[config.mk]
export PLATFORM = sky130hd
export DESIGN_NAME = sixstep_gate_seq
export DESIGN_NICKNAME = d
export VERILOG_FILES = /design/src/rtl/sixstep_pkg.sv /design/src/rtl/ss_pos_decode.sv /design/src/rtl/ss_pattern.sv /design/src/rtl/ss_leg_deadtime.sv /design/src/rtl/sixstep_gate_seq.sv
export SDC_FILE = /design/constraint.sdc
export NUM_CORES = 1
export LEC_CHECK = 0
export BUFFER_PORTS_ARGS = -buffer_cell sky130_fd_sc_hd__buf_2
export CAP_MARGIN = 20
export CORE_MARGIN = 2
export CORE_UTILIZATION = 50
export DETAILED_ROUTE_END_ITERATION = 12
export GPL_TIMING_DRIVEN = 0
export PLACE_DENSITY = 0.74
export SLEW_MARGIN = 20
export SYNTH_ARGS = -nofsm -noshare
export SYNTH_HDL_FRONTEND = slang
export SYNTH_HIERARCHICAL = 1
export SYNTH_SLANG_ARGS = --single-unit
[constraint.sdc]
create_clock -name clk -period 8.06 [get_ports clk]
set_clock_uncertainty 0.05 [all_clocks]
set_input_delay 1.209 -clock clk [delete_from_list [all_inputs] [get_ports clk]]
set_output_delay 1.209 -clock clk [all_outputs]
set_load 0.01 [all_outputs]
[src/rtl/sixstep_pkg.sv]
// Shared constants and types for the six-step gate sequencer.
// Assumes a three-leg bridge and a six-step commutation cycle.
package sixstep_pkg;

    localparam int unsigned NUM_LEGS  = 3;
    localparam int unsigned NUM_STEPS = 6;
    localparam int unsigned STEP_W    = $clog2(NUM_STEPS);

    typedef logic [STEP_W-1:0] step_t;

    // Drive state of one bridge leg.
    typedef enum logic [1:0] {
        LEG_OFF = 2'd0,
        LEG_HI  = 2'd1,
        LEG_LO  = 2'd2
    } leg_drive_e;

endpackage

[src/rtl/ss_pos_decode.sv]
// Position decoder. It turns the Hall code or the sector number into a step
// index, applies the direction, and latches the conduction mode only at step
// boundaries. Assumes the inputs are already synchronised to clk.
module ss_pos_decode
    import sixstep_pkg::*;
(
    input  logic  clk,
    input  logic  rst_n,
    input  logic  use_hall,
    input  logic  [2:0] hall_in,
    input  logic  [2:0] sector_in,
    input  logic  dir_rev,
    input  logic  mode_in,
    output step_t step_q,
    output logic  valid_q,
    output logic  fault_q,
    output logic  mode_q
);

    localparam step_t LAST_STEP = step_t'(NUM_STEPS - 1);
    localparam step_t STEP_CNT  = step_t'(NUM_STEPS);

    step_t pos;
    logic  pos_ok;
    step_t step_nxt;
    logic  boundary;

    // Map the selected source to a position and flag codes that cannot occur.
    always_comb begin
        pos    = '0;
        pos_ok = 1'b0;
        if (use_hall) begin
            case (hall_in)
                3'b001: begin pos = step_t'(0); pos_ok = 1'b1; end
                3'b011: begin pos = step_t'(1); pos_ok = 1'b1; end
                3'b010: begin pos = step_t'(2); pos_ok = 1'b1; end
                3'b110: begin pos = step_t'(3); pos_ok = 1'b1; end
                3'b100: begin pos = step_t'(4); pos_ok = 1'b1; end
                3'b101: begin pos = step_t'(5); pos_ok = 1'b1; end
                default: begin pos = '0; pos_ok = 1'b0; end
            endcase
        end else if (sector_in <= LAST_STEP) begin
            pos    = sector_in;
            pos_ok = 1'b1;
        end
    end

    // Apply the direction and detect a step boundary.
    always_comb begin
        step_nxt = (dir_rev && pos != '0) ? (STEP_CNT - pos) : pos;
        boundary = pos_ok && (!valid_q || step_nxt != step_q);
    end

    // Register the step, validity, fault flag and the boundary-aligned mode.
    always_ff @(posedge clk) begin
        if (!rst_n) begin
            step_q  <= '0;
            valid_q <= 1'b0;
            fault_q <= 1'b0;
            mode_q  <= 1'b0;
        end else begin
            valid_q <= pos_ok;
            fault_q <= !pos_ok;
            if (pos_ok) step_q <= step_nxt;
            if (boundary) mode_q <= mode_in;
        end
    end


    bad_code_flag_chk: assert property (@(posedge clk) disable iff (!rst_n)
        (use_hall && (hall_in == 3'b000 || hall_in == 3'b111)) |=> (fault_q && !valid_q));


    mode_at_boundary_chk: assert property (@(posedge clk) disable iff (!rst_n)
        (mode_q != $past(mode_q)) |-> (step_q != $past(step_q) || $rose(valid_q)));

endmodule

[src/rtl/ss_pattern.sv]
// Pattern generator. It gives the per-leg upper and lower requests for a
// step and a conduction mode. With no valid position, every request is 0.
module ss_pattern
    import sixstep_pkg::*;
(
    input  logic  clk,
    input  logic  rst_n,
    input  step_t step,
    input  logic  valid,
    input  logic  wide,
    output logic  [NUM_LEGS-1:0] req_hi,
    output logic  [NUM_LEGS-1:0] req_lo
);

    // Look up the gate requests, bit 0 being leg A.
    always_comb begin
        req_hi = '0;
        req_lo = '0;
        if (valid) begin
            if (!wide) begin
                case (step)
                    3'd0: begin req_hi = 3'b001; req_lo = 3'b010; end
                    3'd1: begin req_hi = 3'b001; req_lo = 3'b100; end
                    3'd2: begin req_hi = 3'b010; req_lo = 3'b100; end
                    3'd3: begin req_hi = 3'b010; req_lo = 3'b001; end
                    3'd4: begin req_hi = 3'b100; req_lo = 3'b001; end
                    3'd5: begin req_hi = 3'b100; req_lo = 3'b010; end
                    default: begin req_hi = '0; req_lo = '0; end
                endcase
            end else begin
                case (step)
                    3'd0: begin req_hi = 3'b101; req_lo = 3'b010; end
                    3'd1: begin req_hi = 3'b001; req_lo = 3'b110; end
                    3'd2: begin req_hi = 3'b011; req_lo = 3'b100; end
                    3'd3: begin req_hi = 3'b010; req_lo = 3'b101; end
                    3'd4: begin req_hi = 3'b110; req_lo = 3'b001; end
                    3'd5: begin req_hi = 3'b100; req_lo = 3'b011; end
                    default: begin req_hi = '0; req_lo = '0; end
                endcase
            end
        end
    end


    narrow_two_on_chk: assert property (@(posedge clk) disable iff (!rst_n)
        (valid && !wide) |-> ($countones(req_hi) == 1 && $countones(req_lo) == 1
                              && (req_hi & req_lo) == '0));


    wide_all_driven_chk: assert property (@(posedge clk) disable iff (!rst_n)
        (valid && wide) |-> ($countones(req_hi | req_lo) == 3 && (req_hi & req_lo) == '0));


    invalid_idle_chk: assert property (@(posedge clk) disable iff (!rst_n)
        !valid |-> (req_hi == '0 && req_lo == '0));

endmodule

[src/rtl/ss_leg_deadtime.sv]
// Dead-time generator for one leg. A move from one side to the other passes
// through an all-off state lasting max(dead_cycles,1) cycles. A leg that has
// been off long enough turns on at once. Turn-off always happens at once.
module ss_leg_deadtime
    import sixstep_pkg::*;
#(
    parameter int unsigned DEAD_W = 8
) (
    input  logic              clk,
    input  logic              rst_n,
    input  logic              req_hi,
    input  logic              req_lo,
    input  logic [DEAD_W-1:0] dead_cycles,
    output logic              drv_hi,
    output logic              drv_lo
);

    leg_drive_e        tgt;
    leg_drive_e        state_q;
    logic [DEAD_W-1:0] off_cnt_q;
    logic              gap_done;

    // Reduce the two requests to a single target state.
    always_comb begin
        if (req_hi)      tgt = LEG_HI;
        else if (req_lo) tgt = LEG_LO;
        else             tgt = LEG_OFF;
    end

    // Check whether the off interval so far covers the dead time.
    always_comb gap_done = ({1'b0, off_cnt_q} + 1'b1) >= {1'b0, dead_cycles};

    // Step the leg state and the saturating off-time counter.
    always_ff @(posedge clk) begin
        if (!rst_n) begin
            state_q   <= LEG_OFF;
            off_cnt_q <= '1;
        end else if (tgt == LEG_OFF) begin
            if (state_q != LEG_OFF) begin
                state_q   <= LEG_OFF;
                off_cnt_q <= '0;
            end else if (off_cnt_q != '1) begin
                off_cnt_q <= off_cnt_q + 1'b1;
            end
        end else if (tgt != state_q) begin
            if (state_q != LEG_OFF) begin
                state_q   <= LEG_OFF;
                off_cnt_q <= '0;
            end else if (gap_done) begin
                state_q <= tgt;
            end else begin
                off_cnt_q <= off_cnt_q + 1'b1;
            end
        end
    end

    assign drv_hi = (state_q == LEG_HI);
    assign drv_lo = (state_q == LEG_LO);


    hi_to_lo_gap_chk: assert property (@(posedge clk) disable iff (!rst_n)
        (state_q == LEG_HI) |=> (state_q != LEG_LO));


    lo_to_hi_gap_chk: assert property (@(posedge clk) disable iff (!rst_n)
        (state_q == LEG_LO) |=> (state_q != LEG_HI));

endmodule

[src/rtl/sixstep_gate_seq.sv]
// Top level of the six-step gate sequencer. It connects the position
// decoder, the pattern generator and one dead-time generator per leg.
// The gates come out of registers, where PWM chopping is applied to the
// upper switches. Assumes pwm_cmp comes from a synchronous PWM counter.
module sixstep_gate_seq
    import sixstep_pkg::*;
#(
    parameter int unsigned DEAD_W = 8
) (
    input  logic              clk,
    input  logic              rst_n,
    input  logic              use_hall,
    input  logic [2:0]        hall_in,
    input  logic [2:0]        sector_in,
    input  logic              cond_wide,
    input  logic              dir_rev,
    input  logic              pwm_en,
    input  logic              pwm_cmp,
    input  logic [DEAD_W-1:0] dead_cycles,
    output logic [2:0]        gate_hi,
    output logic [2:0]        gate_lo,
    output logic              pos_fault
);

    step_t               step_q;
    logic                valid_q;
    logic                fault_q;
    logic                mode_q;
    logic [NUM_LEGS-1:0] req_hi;
    logic [NUM_LEGS-1:0] req_lo;
    logic [NUM_LEGS-1:0] leg_hi;
    logic [NUM_LEGS-1:0] leg_lo;
    logic [NUM_LEGS-1:0] gate_hi_q;
    logic [NUM_LEGS-1:0] gate_lo_q;
    logic                chop_off;

    ss_pos_decode u_pos (
        .clk      (clk),
        .rst_n    (rst_n),
        .use_hall (use_hall),
        .hall_in  (hall_in),
        .sector_in(sector_in),
        .dir_rev  (dir_rev),
        .mode_in  (cond_wide),
        .step_q   (step_q),
        .valid_q  (valid_q),
        .fault_q  (fault_q),
        .mode_q   (mode_q)
    );

    ss_pattern u_pat (
        .clk   (clk),
        .rst_n (rst_n),
        .step  (step_q),
        .valid (valid_q),
        .wide  (mode_q),
        .req_hi(req_hi),
        .req_lo(req_lo)
    );

    for (genvar g = 0; g < NUM_LEGS; g++) begin : g_leg
        ss_leg_deadtime #(.DEAD_W(DEAD_W)) u_leg (
            .clk        (clk),
            .rst_n      (rst_n),
            .req_hi     (req_hi[g]),
            .req_lo     (req_lo[g]),
            .dead_cycles(dead_cycles),
            .drv_hi     (leg_hi[g]),
            .drv_lo     (leg_lo[g])
        );
    end

    // Upper gates are masked during the off phase of the PWM.
    always_comb chop_off = pwm_en && !pwm_cmp;

    // Register the gate outputs, chopping only the upper switches.
    always_ff @(posedge clk) begin
        if (!rst_n) begin
            gate_hi_q <= '0;
            gate_lo_q <= '0;
        end else begin
            gate_hi_q <= chop_off ? '0 : leg_hi;
            gate_lo_q <= leg_lo;
        end
    end

    assign gate_hi   = gate_hi_q;
    assign gate_lo   = gate_lo_q;
    assign pos_fault = fault_q;


    leg_excl_chk: assert property (@(posedge clk) disable iff (!rst_n)
        (gate_hi_q & gate_lo_q) == '0);


    fault_gates_off_chk: assert property (@(posedge clk) disable iff (!rst_n)
        (fault_q && $past(fault_q)) |=> (gate_hi_q == '0 && gate_lo_q == '0));


    chop_upper_chk: assert property (@(posedge clk) disable iff (!rst_n)
        (pwm_en && !pwm_cmp) |=> (gate_hi_q == '0));

endmodule

Word-level counts from Yosys, hierarchy flattened
Cells that the tools add are included.
{"block": "op_classes", "n_lt_le_gt_ge": 4, "n_reduce_logical": 32, "mux": 54, "n_eq_ne": 36, "addsub": 7, "bitwise_logic": 1}
{"operator": "8-bit two-way mux", "n": 18}
{"operator": "2-bit two-way mux", "n": 21}
{"operator": "3-bit case mux with 6 select lines", "n": 2}
{"operator": "8-bit by 1-bit adder with 9-bit output (second input constant)", "n": 3}
{"operator": "9-bit by 8-bit greater-or-equal comparator with 1-bit output", "n": 3}
{"operator": "8-bit by 1-bit adder with 8-bit output (second input constant)", "n": 3}
{"operator": "8-bit inequality test (second input constant)", "n": 3}
{"operator": "3-bit two-way mux", "n": 7}
{"operator": "3-bit inequality test (second input constant)", "n": 6}
{"operator": "3-bit case mux with 3 select lines", "n": 2}
{"operator": "3-bit AND reduction", "n": 6}
{"operator": "3-bit equality test (second input constant)", "n": 5}
{"operator": "3-bit case mux with 5 select lines", "n": 1}
{"operator": "2-bit OR reduction", "n": 7}
{"operator": "3-bit by 2-bit equality test with 1-bit output (second input constant)", "n": 4}
{"operator": "2-bit nonzero test", "n": 6}
{"operator": "3-bit by 2-bit inequality test with 1-bit output (second input constant)", "n": 3}
{"operator": "2-bit by 1-bit equality test with 1-bit output (second input constant)", "n": 3}
{"operator": "2-bit equality test (second input constant)", "n": 3}
{"operator": "3-bit by 1-bit equality test with 1-bit output (second input constant)", "n": 2}
{"operator": "2-bit zero test", "n": 3}
{"operator": "2-bit inequality test", "n": 3}
{"operator": "2-bit inequality test (second input constant)", "n": 3}
{"operator": "6-bit OR reduction", "n": 1}
{"operator": "other kinds (10)", "n": 16}
{"block": "word_totals", "output_inout_bits": 7, "reg_bits": 42, "inputBits": 21, "elab_cells": 146}

Longest topological paths before layout
Gate-level depths: netlist of the first run.
{"block": "depth", "depth_word": 11, "mapped_depth": 12, "ltp_nobuf": 11}

Modules after synthesis
The synthesis of the first run kept the hierarchy.
{"mod": "ss_leg_deadtime", "instances": 3, "seq_area_each_um2": 200.2, "cells_each": 98, "area_each_um2": 840.8}
{"mod": "ss_pos_decode", "instances": 1, "seq_area_each_um2": 120.1, "cells_each": 51, "area_each_um2": 441.7}
{"mod": "sixstep_gate_seq", "instances": 1, "seq_area_each_um2": 120.1, "cells_each": 13, "area_each_um2": 171.4}
{"mod": "ss_pattern", "instances": 1, "seq_area_each_um2": 0.0, "cells_each": 19, "area_each_um2": 108.9}

Worst setup path before layout of the first run
Ideal clock, no wire load.
{"block": "synth_path", "path_kind": "input -> register", "start": "input dead_cycles[0]", "end": "register g_leg[0].u_leg.off_cnt_q[1]", "t_required_ns": 7.874, "path_buffers": 0, "setup_slack_ns": 4.947, "path_stages": 7, "setup_time_ns": 0.136, "arrival_ns": 2.927, "cell_sequence": "ha_1 > nand2b_4 > a211o_1 > a2111oi_4 > nor2_2 > o41ai_4 > o221ai_2"}
{"block": "synth_between", "elab_chain_cells": 3}
{"item": "from (decl)", "line_no": "sixstep_gate_seq.sv:19", "source": "input logic [DEAD_W-1:0] dead_cycles,"}
{"item": "9-bit by 8-bit greater-or-equal comparator with 1-bit output", "line_no": "ss_leg_deadtime.sv:31", "source": "always_comb gap_done = ({1'b0, off_cnt_q} + 1'b1) >= {1'b0, dead_cycles};"}
{"item": "3-bit inequality test (no line)"}
{"item": "3-bit AND reduction (no line)"}
{"item": "to (signal assigned)", "line_no": "ss_leg_deadtime.sv:43", "source": "off_cnt_q <= off_cnt_q + 1'b1;"}
{"item": "to (signal assigned)", "line_no": "ss_leg_deadtime.sv:52", "source": "off_cnt_q <= off_cnt_q + 1'b1;"}
{"item": "to (decl)", "line_no": "ss_leg_deadtime.sv:20", "source": "logic [DEAD_W-1:0] off_cnt_q;"}
Every way passes these cells.
A chain may end at the register's enable or synchronous reset.

Worst setup path in the final report of the first run
{"block": "layout_path", "start": "register g_leg[1].u_leg.off_cnt_q[0]", "end": "register g_leg[1].u_leg.off_cnt_q[7]"}
{"block": "layout_between", "elab_chain_cells": 5}
{"item": "from (decl)", "line_no": "ss_leg_deadtime.sv:20"}
{"item": "from (signal assigned)", "line_no": "ss_leg_deadtime.sv:43"}
{"item": "from (signal assigned)", "line_no": "ss_leg_deadtime.sv:52"}
{"item": "parallel branches: the longest is 5 deep, another holds 8-bit by 1-bit adder with 9-bit output"}
Several ways; the timed one is not identified. The select of a mux whose other input is x is not followed.

==> results of run 1 <==
==> synth_stat cells (5+ instances only) <==
library cell	number
inv_1	43
dfxtp_1	42
ha_1	29
nand3_1	28
nor2_1	25
and3_1	23
o211ai_1	18
o311ai_0	15
xnor2_1	14
nor3_1	12
a21oi_1	10
nand2_1	10
nand2b_1	10
nor2b_1	9
xor2_1	8
mux2i_1	5
==> per-layer routing <==
| layer | share of wire | routed length [um] | vias up | global-route usage |
|---|---|---|---|---|
| li1 | - | - | 1444 | - |
| met1 | 0.46 | 3270 | 1347 | 0.255 |
| met2 | 0.48 | 3380 | 61 | 0.348 |
| met3 | 0.043 | 305 | 9 | 0.0393 |
| met4 | 0.013 | 95 | 0 | 0.0635 |
| met5 | 0 | 0 | - | 0 |
==> power groups by stage <==
stage	registers [W]	logic, W	clock network, W
after floorplan	0.000338	0.000760	0
after global placement	0.000353	0.000895	0
after detailed placement	0.000357	0.000924	0
after CTS	0.000352	0.000933	0.000175
after global routing	0.000365	0.00105	0.000182
final	0.000355	0.000932	0.000169
==> placed cells by master, fill, tap and decap left out, types with 3 or more instances in the layout <==
cell type,count
inv_1,43
dfxtp_1,42
ha_1,29
nand3_1,28
buf_2,26
nor2_1,25
and3_1,23
o211ai_1,18
o311ai_0,15
xnor2_1,14
nor3_1,12
nand2b_1,10
a21oi_1,10
nand2_1,10
nor2b_1,9
xor2_1,8
clkbuf_8,5
mux2i_1,5
nand2b_4,4
and2_1,4
clkbuf_1,4
nand4_1,4
a211o_1,4
a211oi_1,4
nor3b_1,4
o21a_1,4
o21ai_1,4
o221ai_2,4
o21ai_0,3
a2111oi_4,3
o22ai_1,3
nor2_2,3
o41ai_4,3
o211ai_2,3
buf_1,3
nor4b_1,3
==> cell families (layout without fill, tap and decap cells) <==
| group | count (synthesis) | count (layout) | share of synthesized area |
|---|---|---|---|
| xor gates and xnor gates | 22 | 22 | 0.0594 |
| muxes | 5 | 5 | 0.0154 |
| adders and majority gates | 29 | 29 | 0.112 |
| AOI/OAI and AO/OA | 82 | 82 | 0.238 |
| buffers and inverters | 52 | 86 | 0.0625 |
| DFF | 42 | 42 | 0.259 |
| and+or+nand+nor | 145 | 145 | 0.254 |
==> worst min-delay path by stage <==
stage,from,to,slack [ps],cells after the start
after global placement,u_pos/mode_q,u_pos/mode_q,440,2
after detailed placement,u_pos/mode_q,u_pos/mode_q,440,2
final,u_pos/mode_q,u_pos/mode_q,470,2
after CTS,u_pos/mode_q,u_pos/mode_q,460,2
after floorplan,u_pos/mode_q,u_pos/mode_q,410,2
after global routing,u_pos/mode_q,u_pos/mode_q,490,2
==> area by class of cell <==
class | instances | area [sq um]
multi-input combinational | 283 | 2200
sequential | 42 | 841
clock buffer | 6 | 72.6
buffer | 7 | 33.8
timing repair buffer | 26 | 130
clock inverter | 2 | 37.5
tap | 77 | 96.3
inverter | 45 | 169
fill | 581 | 2730
==> sequential cells by signal, summed over array words and instances (netlist names) <==
| name | count |
|---|---|
| gate_lo | 3 |
| gate_hi | 3 |
| u_pos/mode_q | 1 |
| g_leg.u_leg/state_q | 6 |
| u_pos/step_q | 3 |
| u_pos/valid_q | 1 |
| u_pos/fault_q | 1 |
| g_leg.u_leg/off_cnt_q | 24 |
==> through the flow <==
| step | instances | worst slack, ps | hold slack [ps] | instance area, sq um | utilization |
|---|---|---|---|---|---|
| detailed placement | 480 | 4590 | 440 | 3470 | 0.550 |
| global placement | 480 | 4610 | 441 | 3470 | 0.550 |
| finish | 488 | 4780 | 466 | 3580 | 0.567 |
| CTS | 488 | 4820 | 461 | 3580 | 0.567 |
| floorplan | 377 | 4950 | 411 | 3240 | - |
| global route | 488 | 4610 | 488 | 3580 | 0.567 |
==> critical path, cell delays in order (launching register included) <==
cell,delay (ps)
dfxtp_1,440
ha_1,300
and3_1,210
and3_1,150
clkbuf_1,200
xor2_1,220
ha_1,270
nand4_1,100
nor2_1,80
a2111oi_4,390
nor2_2,170
o41ai_4,420
o211ai_1,140
==> run_results.csv, run 1 <==
group,metric,value,unit
detailed_routing,num_vias,2861,
layout,area_growth,10.4,%
global_routing,grt_start_max_net_pins,14,
detailed_routing,routed_via_density,5.86,
synthesis,synthArstFlopShare,0,
placement,io_buffers,26,
floorplan,fp.dieH,84.6,um
global_routing,track_usage,0.202,
synthesis,netlist-cell-type-count,46,
setup_path,rrSetupSlack,4780,ps
floorplan,ios,28,
setup_path,cp-end-kind,"register",
floorplan,die_area,7150,sq um
power_and_ir_drop,ir_drop,0.204,mV
clocking,cts_tree,"built",
clocking,cts_root_buf,"clkbuf_8",
timing,period_needed,3280,ps
timing,grt_setup_unrepaired,"false",
detailed_routing,routed_wl,7.05,mm
synthesis,synth_edf_count,0,
setup_path,crit_required,8170,ps
synthesis,synthTopCellsByArea,"dfxtp_1 26%, ha_1 11%, inv_1 5.0%",
synthesis,synth_top_area_frac,0.259,
power_and_ir_drop,p_leak,1.63,nW
timing,fin_tns_setup,0,ps
timing,fin_crit_sh,0.407,
synthesis,synthCells,377,
floorplan,dieWidth,84.6,um
setup_path,path_class,"reg -> reg",
power_and_ir_drop,p_clk_frac,0.116,
power_and_ir_drop,p_comb_frac,0.640,
timing,worst_slew_pin_slew,687,ps
timing,relSlewSlack,0.542,
power_and_ir_drop,p_seq_frac,0.244,
power_and_ir_drop,intPower,0.000787,W
worst_hold_path,worstHoldPathType,"reg -> reg",
timing,slew_violations,0,
clocking,ctsHoldBuffers,0,
global_routing,grt_overflow,0,
clocking,cts_setup_buffers,0,
clocking,insertion_delay,300,ps
power_and_ir_drop,power.total,0.00146,W
setup_path,reg2reg_depth,12,
layout,drive_above_1_share,0.151,
detailed_routing,drt_pass1_iterations,4,
synthesis,ys_seq_elements,42,
global_routing,antenna_found_initial,0,
detailed_routing,drc,0,
clocking,clkSinkCount,42,
job,maxCapViolCount,0,
layout,antennaDiodeCount,0,
power_and_ir_drop,swShare,0.459,
setup_path,crit_end,"g_leg[1].u_leg/off_cnt_q[7]",
detailed_routing,wl_per_cell,14.5,um
clocking,cts_buffer_depth,2,
synthesis,synth_seq_area_share,0.259,
setup_path,cp-startpoint,"g_leg[1].u_leg/off_cnt_q[0]",
layout,final_nets,460,
synthesis,yosysTopAreaCell,"dfxtp_1",
synthesis,syn-cell-area,3240,sq um
power_and_ir_drop,power_density,407,nW/um^2
setup_path,path_max_fanout,6,
timing,fmax,0.305,GHz
synthesis,synth-main-ff-cell,"dfxtp_1",
floorplan,start_util,0.514,
clocking,cts_resized,0,
clocking,cts_buffers,5,
synthesis,avgSynthCellArea,8.61,sq um
outcome,status,"finished clean",
clocking,htreeDepth,2,
clocking,cts.clk_slew.worst_paths,90,ps
setup_path,arrival,3390,ps
detailed_routing,drtIter0Drc,132,
setup_path,r2r_start,"g_leg[1].u_leg/off_cnt_q[0]",
timing,setup_viol,0,
floorplan,fp-row-count,29,
synthesis,synth.net_count,427,
global_routing,grt_pass1_vias,2704,
global_routing,grt_pass1_wl,12.0,mm
timing,hold_violations,0,
setup_path,cp-start-kind,"register",
placement,hpwl,5.32,mm
synthesis,ys_warn_count,6,
setup_path,reg2reg_to,"g_leg[1].u_leg/off_cnt_q[7]",
detailed_routing,ant_nets,0,
floorplan,coreArea,6310,sq um
power_and_ir_drop,switchingPower,0.000669,W
placement,place_congestion,0.854,
No activity file was read; power rests on OpenSTA's default activity.
==> run 2: changes to the inputs <==
- clock period: 8.06 -> 3.2 ns (I/O delays scaled with it)
==> run_results.csv, run 2 (synthesis gave the netlist of run 1 again) <==
group,metric,value,unit
placement,hpwl,5.32,mm
power_and_ir_drop,p_clk_frac,0.115,
clocking,clkSinkCount,42,
timing,fin_crit_sh,0.960,
layout,reg_top3,"g_leg.u_leg/off_cnt_q (24), g_leg.u_leg/state_q (6)",
layout,drive_above_1_share,0.172,
layout,top_register,"g_leg.u_leg/off_cnt_q",
detailed_routing,num_vias,2852,
floorplan,fp.dieH,84.6,um
layout,design_area,3610,sq um
global_routing,grt_pass1_wl,12.0,mm
clocking,ctsHoldBuffers,0,
clocking,cts_tree,"built",
detailed_routing,wl_per_cell,14.6,um
clocking,cts_buffer_depth,2,
layout,largest_reg_flops,24,
clocking,cts_setup_buffers,0,
timing,setup_ws,129,ps
timing,worst_slew_pin_slew,693,ps
power_and_ir_drop,swShare,0.459,
clocking,cts_root_buf,"clkbuf_8",
layout,fillCellCount,583,
layout,final_util,0.572,
placement,dpl-instance-area,3470,sq um
detailed_routing,routed_via_density,5.88,
floorplan,die_area,7150,sq um
power_and_ir_drop,intPower,0.00201,W
job,maxCapViolCount,0,
floorplan,start_util,0.514,
detailed_routing,drt_pass1_iterations,4,
power_and_ir_drop,p_seq_frac,0.244,
detailed_routing,ant_nets,0,
timing,relSlewSlack,0.538,
detailed_routing,drc,0,
detailed_routing,drtIter0Drc,142,
layout,area_growth,11.2,%
global_routing,antenna_found_initial,0,
layout,final_cell_mix,"43 x inv_1, 39 x dfxtp_1, 28 x nand3_1",
placement,io_buffers,26,
layout,final_nets,457,
placement,place_congestion,0.854,
placement,pre_cts_slack,-4.70,ps
layout,antennaDiodeCount,0,
setup_path,path_class,"reg -> reg",
floorplan,dieWidth,84.6,um
timing,setup_viol,0,
floorplan,ios,28,
floorplan,fp-row-count,29,
clocking,cts.clk_slew.worst_paths,90,ps
timing,fmax,0.326,GHz
global_routing,track_usage,0.202,
worst_hold_path,worstHoldPathType,"in -> reg",
power_and_ir_drop,p_comb_frac,0.641,
global_routing,grt_overflow,0,
timing,period_needed,3070,ps
power_and_ir_drop,ir_drop,0.529,mV
clocking,insertion_delay,300,ps
timing,hold_violations,0,
setup_path,path_max_fanout,6,
power_and_ir_drop,power_density,1030,nW/um^2
timing,slew_violations,0,
power_and_ir_drop,p_leak,1.62,nW
detailed_routing,routed_wl,7.09,mm
global_routing,grt_pass1_vias,2704,
timing,grt_setup_unrepaired,"false",
power_and_ir_drop,switchingPower,0.00171,W
layout,layout_commonest_cell,"inv_1",
timing,holdWs,397,ps
setup_path,crit_required,3310,ps
outcome,status,"finished clean",
setup_path,arrival,3180,ps
setup_path,cp-end-kind,"register",
setup_path,cp-start-kind,"register",
global_routing,grt_start_max_net_pins,14,
floorplan,coreArea,6310,sq um
clocking,cts_buffers,5,
clocking,htreeDepth,2,
## run 2: cell types whose count changed in the layout (fill, tap and decap cells not counted), moves of 2 or more
cell	delta
dfxtp_1	-3
dfxtp_2	+3
ha_2	+2
ha_1	-3
clkbuf_1	-3
## run 2: layout make-up
cell class              count  area, sq um  share of cell area
plain buffers               4         22.5             0.00624
well taps                  77         96.3              0.0267
inverters                  45          169              0.0468
flip-flops and latches     42          845               0.234
repair buffers             26          130              0.0361
clock inverters             2         37.5              0.0104
multi-input cells         283         2240               0.620
clock buffers               6         72.6              0.0201
## run 2: through the flow
step / cells / TNS (ps) / total power, W
finish: 485 / 0 / 0.00372
global route: 485 / 0 / 0.00406
CTS: 488 / 0 / 0.00368
detailed placement: 480 / -8.70 / 0.00323
global placement: 480 / 0 / 0.00314
floorplan: 377 / 0 / 0.00276
## run 2: timing repair
| action | CTS | global route |
|---|---|---|
| hold endpoints to repair | 0 | 0 |
| resized for setup | 3 | 8 |
| pin swaps | 1 | 4 |
| endpoints found under the setup margin | 4 | 20 |
## run 2: power groups by stage
stage	logic (W)	registers, W	clock network [W]
5_1_grt	0.00267	0.000932	0.000458
3_3_place_gp	0.00225	0.000890	0
2_1_floorplan	0.00191	0.000851	0
4_1_cts	0.00236	0.000889	0.000440
6_report	0.00239	0.000909	0.000427
3_5_place_dp	0.00233	0.000898	0
## run 2: worst max-delay path: stages (launching register included)
cell and delay [ps]:
dfxtp_1 390, ha_2 260, and3_1 190, and3_1 260, xor2_1 220, ha_1 270, nand4_1 100, nor2_1 80
a2111oi_4 390, nor2_2 170, o41ai_4 420, o211ai_1 140
## run 2: worst paths after layout
| path | from | to | slack, ps | depth (start not counted) |
|---|---|---|---|---|
| worst max-delay path | g_leg[1].u_leg/off_cnt_q[1] | g_leg[1].u_leg/off_cnt_q[7] | 130 | 11 |
| worst min-delay path | cond_wide | u_pos/mode_q | 400 | 3 |
| worst max register to register | g_leg[1].u_leg/off_cnt_q[1] | g_leg[1].u_leg/off_cnt_q[7] | 130 | 11 |
| worst min register to register | g_leg[1].u_leg/off_cnt_q[0] | g_leg[1].u_leg/off_cnt_q[0] | 460 | 2 |
## run 2: metal layers
| layer | GRT usage | part of all wire | wire, um |
|---|---|---|---|
| met5 | 0 | 0 | 0 |
| met4 | 0.0635 | 0.013 | 95 |
| met3 | 0.0393 | 0.037 | 266 |
| met2 | 0.348 | 0.48 | 3420 |
| met1 | 0.255 | 0.47 | 3320 |
==> run 3: changes to the inputs <==
- HOLD_SLACK_MARGIN: not set -> 0.06
- clock period: 3.2 -> 3 ns (I/O delays scaled with it)
==> run_results.csv, run 3 (synthesis gave the netlist of run 1 again) <==
group,metric,value,unit
outcome,status,"finished clean",
detailed_routing,drt_pass1_iterations,4,
timing,fin_crit_sh,0.963,
setup_path,crit_required,3110,ps
layout,multi_input_area,2300,sq um
floorplan,ios,28,
setup_path,reg2reg_to,"g_leg[1].u_leg/off_cnt_q[7]",
layout,fin_cells,487,
placement,io_buffers,26,
clocking,cts_buffers,5,
placement,placed_cells,480,
job,maxCapViolCount,0,
layout,fillCellCount,565,
floorplan,coreArea,6310,sq um
worst_hold_path,worstHoldPathType,"in -> reg",
power_and_ir_drop,p_leak,1.64,nW
floorplan,fp.dieH,84.6,um
floorplan,die_area,7150,sq um
setup_path,path_max_fanout,8,
global_routing,grt_start_max_net_pins,14,
clocking,htreeDepth,2,
global_routing,grt_pass1_vias,2690,
clocking,cts.clk_slew.worst_paths,90,ps
timing,setup_viol,0,
placement,hpwl,5.32,mm
layout,antennaDiodeCount,0,
layout,top_register,"g_leg.u_leg/off_cnt_q",
worst_hold_path,hp-start,"cond_wide",
setup_path,cp-end-kind,"register",
global_routing,grt_overflow,0,
layout,layout_commonest_cell,"inv_1",
power_and_ir_drop,ir_drop,0.579,mV
detailed_routing,wl_per_cell,15.0,um
timing,worst_slew_pin_slew,720,ps
setup_path,r2r_start,"g_leg[1].u_leg/off_cnt_q[0]",
layout,register_area,852,sq um
clocking,cts_buffer_depth,2,
global_routing,grt_pass1_wl,12.0,mm
placement,place_congestion,0.854,
setup_path,path_class,"reg -> reg",
timing,holdWs,364,ps
setup_path,path_cells,"ha_4 -> and3_1 -> and3_2 -> xor2_1 -> ha_1 -> nand4_1 -> nor2_1 -> a2111oi_4 -> buf_4 -> o211ai_2 -> nand2b_1 -> o211ai_1",
worst_hold_path,hold_path_depth,3,
layout,area_growth,14.0,%
setup_path,arrival,3000,ps
global_routing,track_usage,0.204,
setup_path,rrSetupSlack,110,ps
layout,largest_reg_flops,24,
setup_path,cp-start-kind,"register",
layout,reg_top3,"g_leg.u_leg/off_cnt_q (24), g_leg.u_leg/state_q (6)",
setup_path,worst_path_max_delay_cell,"o211ai_2",
detailed_routing,num_vias,2898,
global_routing,antenna_found_initial,0,
detailed_routing,routed_wl,7.33,mm
clocking,clkSinkCount,42,
layout,final_nets,459,
clocking,insertion_delay,300,ps
setup_path,reg2reg_depth,12,
layout,drive_above_1_share,0.193,
layout,final_cell_mix,"43 x inv_1, 37 x dfxtp_1, 28 x nand3_1",
timing,fmax,0.346,GHz
floorplan,dieWidth,84.6,um
timing,hold_violations,0,
worst_hold_path,hold_end,"u_pos/mode_q",
detailed_routing,routed_via_density,5.95,
timing,relSlewSlack,0.520,
timing,slew_violations,0,
detailed_routing,ant_nets,0,
floorplan,start_util,0.514,
timing,fin_tns_setup,0,ps
clocking,cts_tree,"built",
clocking,cts_root_buf,"clkbuf_8",
setup_path,slowest_delay,400,ps
timing,period_needed,2890,ps
power_and_ir_drop,power_density,1130,nW/um^2
floorplan,fp-row-count,29,
detailed_routing,drtIter0Drc,143,
detailed_routing,drc,0,
-- run 3: cell types whose count changed in the layout (fill, tap and decap cells not counted), sizes merged --
cell / delta
buf: +2
-- run 3: final cells by class --
| cell class | instances | area share |
|---|---|---|
| flip-flops and latches | 42 | 0.230 |
| clock inverters | 2 | 0.0101 |
| multi-input cells | 283 | 0.623 |
| well taps | 77 | 0.0260 |
| inverters | 45 | 0.0457 |
| plain buffers | 4 | 0.00609 |
| clock buffers | 6 | 0.0196 |
| repair buffers | 28 | 0.0392 |
-- run 3: report_power, final --
part	internal, W	switching [W]	leakage (nW)	total [W]
registers	0.000741	0.000257	0.347	0.000998
clock network	0.000249	0.000206	0.0514	0.000455
logic	0.00127	0.00146	1.24	0.00273
total	0.00226	0.00193	1.64	0.00419
-- run 3: per-layer routing --
metal / routed length [um] / track usage
met4: 81 / 0.0548
met5: 0 / 0
met2: 3610 / 0.351
met3: 307 / 0.0383
met1: 3320 / 0.260
-- run 3: worst max-delay path, delay by kind of cell (launching register included) --
family                   cells  cell delay (ps)
adder cells (fa/ha/maj)      2              480
buffers and inverters        1              160
AND/OR/NAND/NOR              5              910
AO/OA/AOI/OAI                3              620
flip-flops                   1              380
XOR/XNOR                     1              160
-- run 3: through the flow --
step	setup slack, ps	util	cell area (sq um)	power (W)
4_1_cts	0.973	0.577	3640	0.00406
6_report	110	0.586	3700	0.00419
3_5_place_dp	-205	0.550	3470	0.00344
3_3_place_gp	-174	0.550	3470	0.00335
2_1_floorplan	217	-	3240	0.00295
5_1_grt	-5.38	0.586	3700	0.00454
-- run 3: timing repair --
| action | in CTS | in global routing |
|---|---|---|
| pin swaps | 6 | 7 |
| setup buffers | 2 | 0 |
| gates resized for setup | 19 | 17 |
| endpoints found under the hold margin | 0 | 0 |
| endpoints found under the setup margin | 21 | 24 |
| hold buffers | 0 | 0 |
-- run 3: worst max-delay path by stage --
| stage | startpoint | slack (ps) | cells after the start | end |
|---|---|---|---|---|
| 2_1_floorplan | g_leg[0].u_leg/off_cnt_q[0] | 220 | 12 | g_leg[0].u_leg/off_cnt_q[1] |
| 6_report | g_leg[1].u_leg/off_cnt_q[0] | 110 | 12 | g_leg[1].u_leg/off_cnt_q[7] |
| 3_3_place_gp | g_leg[1].u_leg/off_cnt_q[0] | -170 | 12 | g_leg[1].u_leg/off_cnt_q[7] |
| 3_5_place_dp | g_leg[1].u_leg/off_cnt_q[0] | -200 | 12 | g_leg[1].u_leg/off_cnt_q[1] |
| 4_1_cts | g_leg[0].u_leg/off_cnt_q[0] | 1 | 11 | g_leg[0].u_leg/off_cnt_q[1] |
| 5_1_grt | g_leg[1].u_leg/off_cnt_q[0] | -5 | 12 | g_leg[1].u_leg/off_cnt_q[7] |
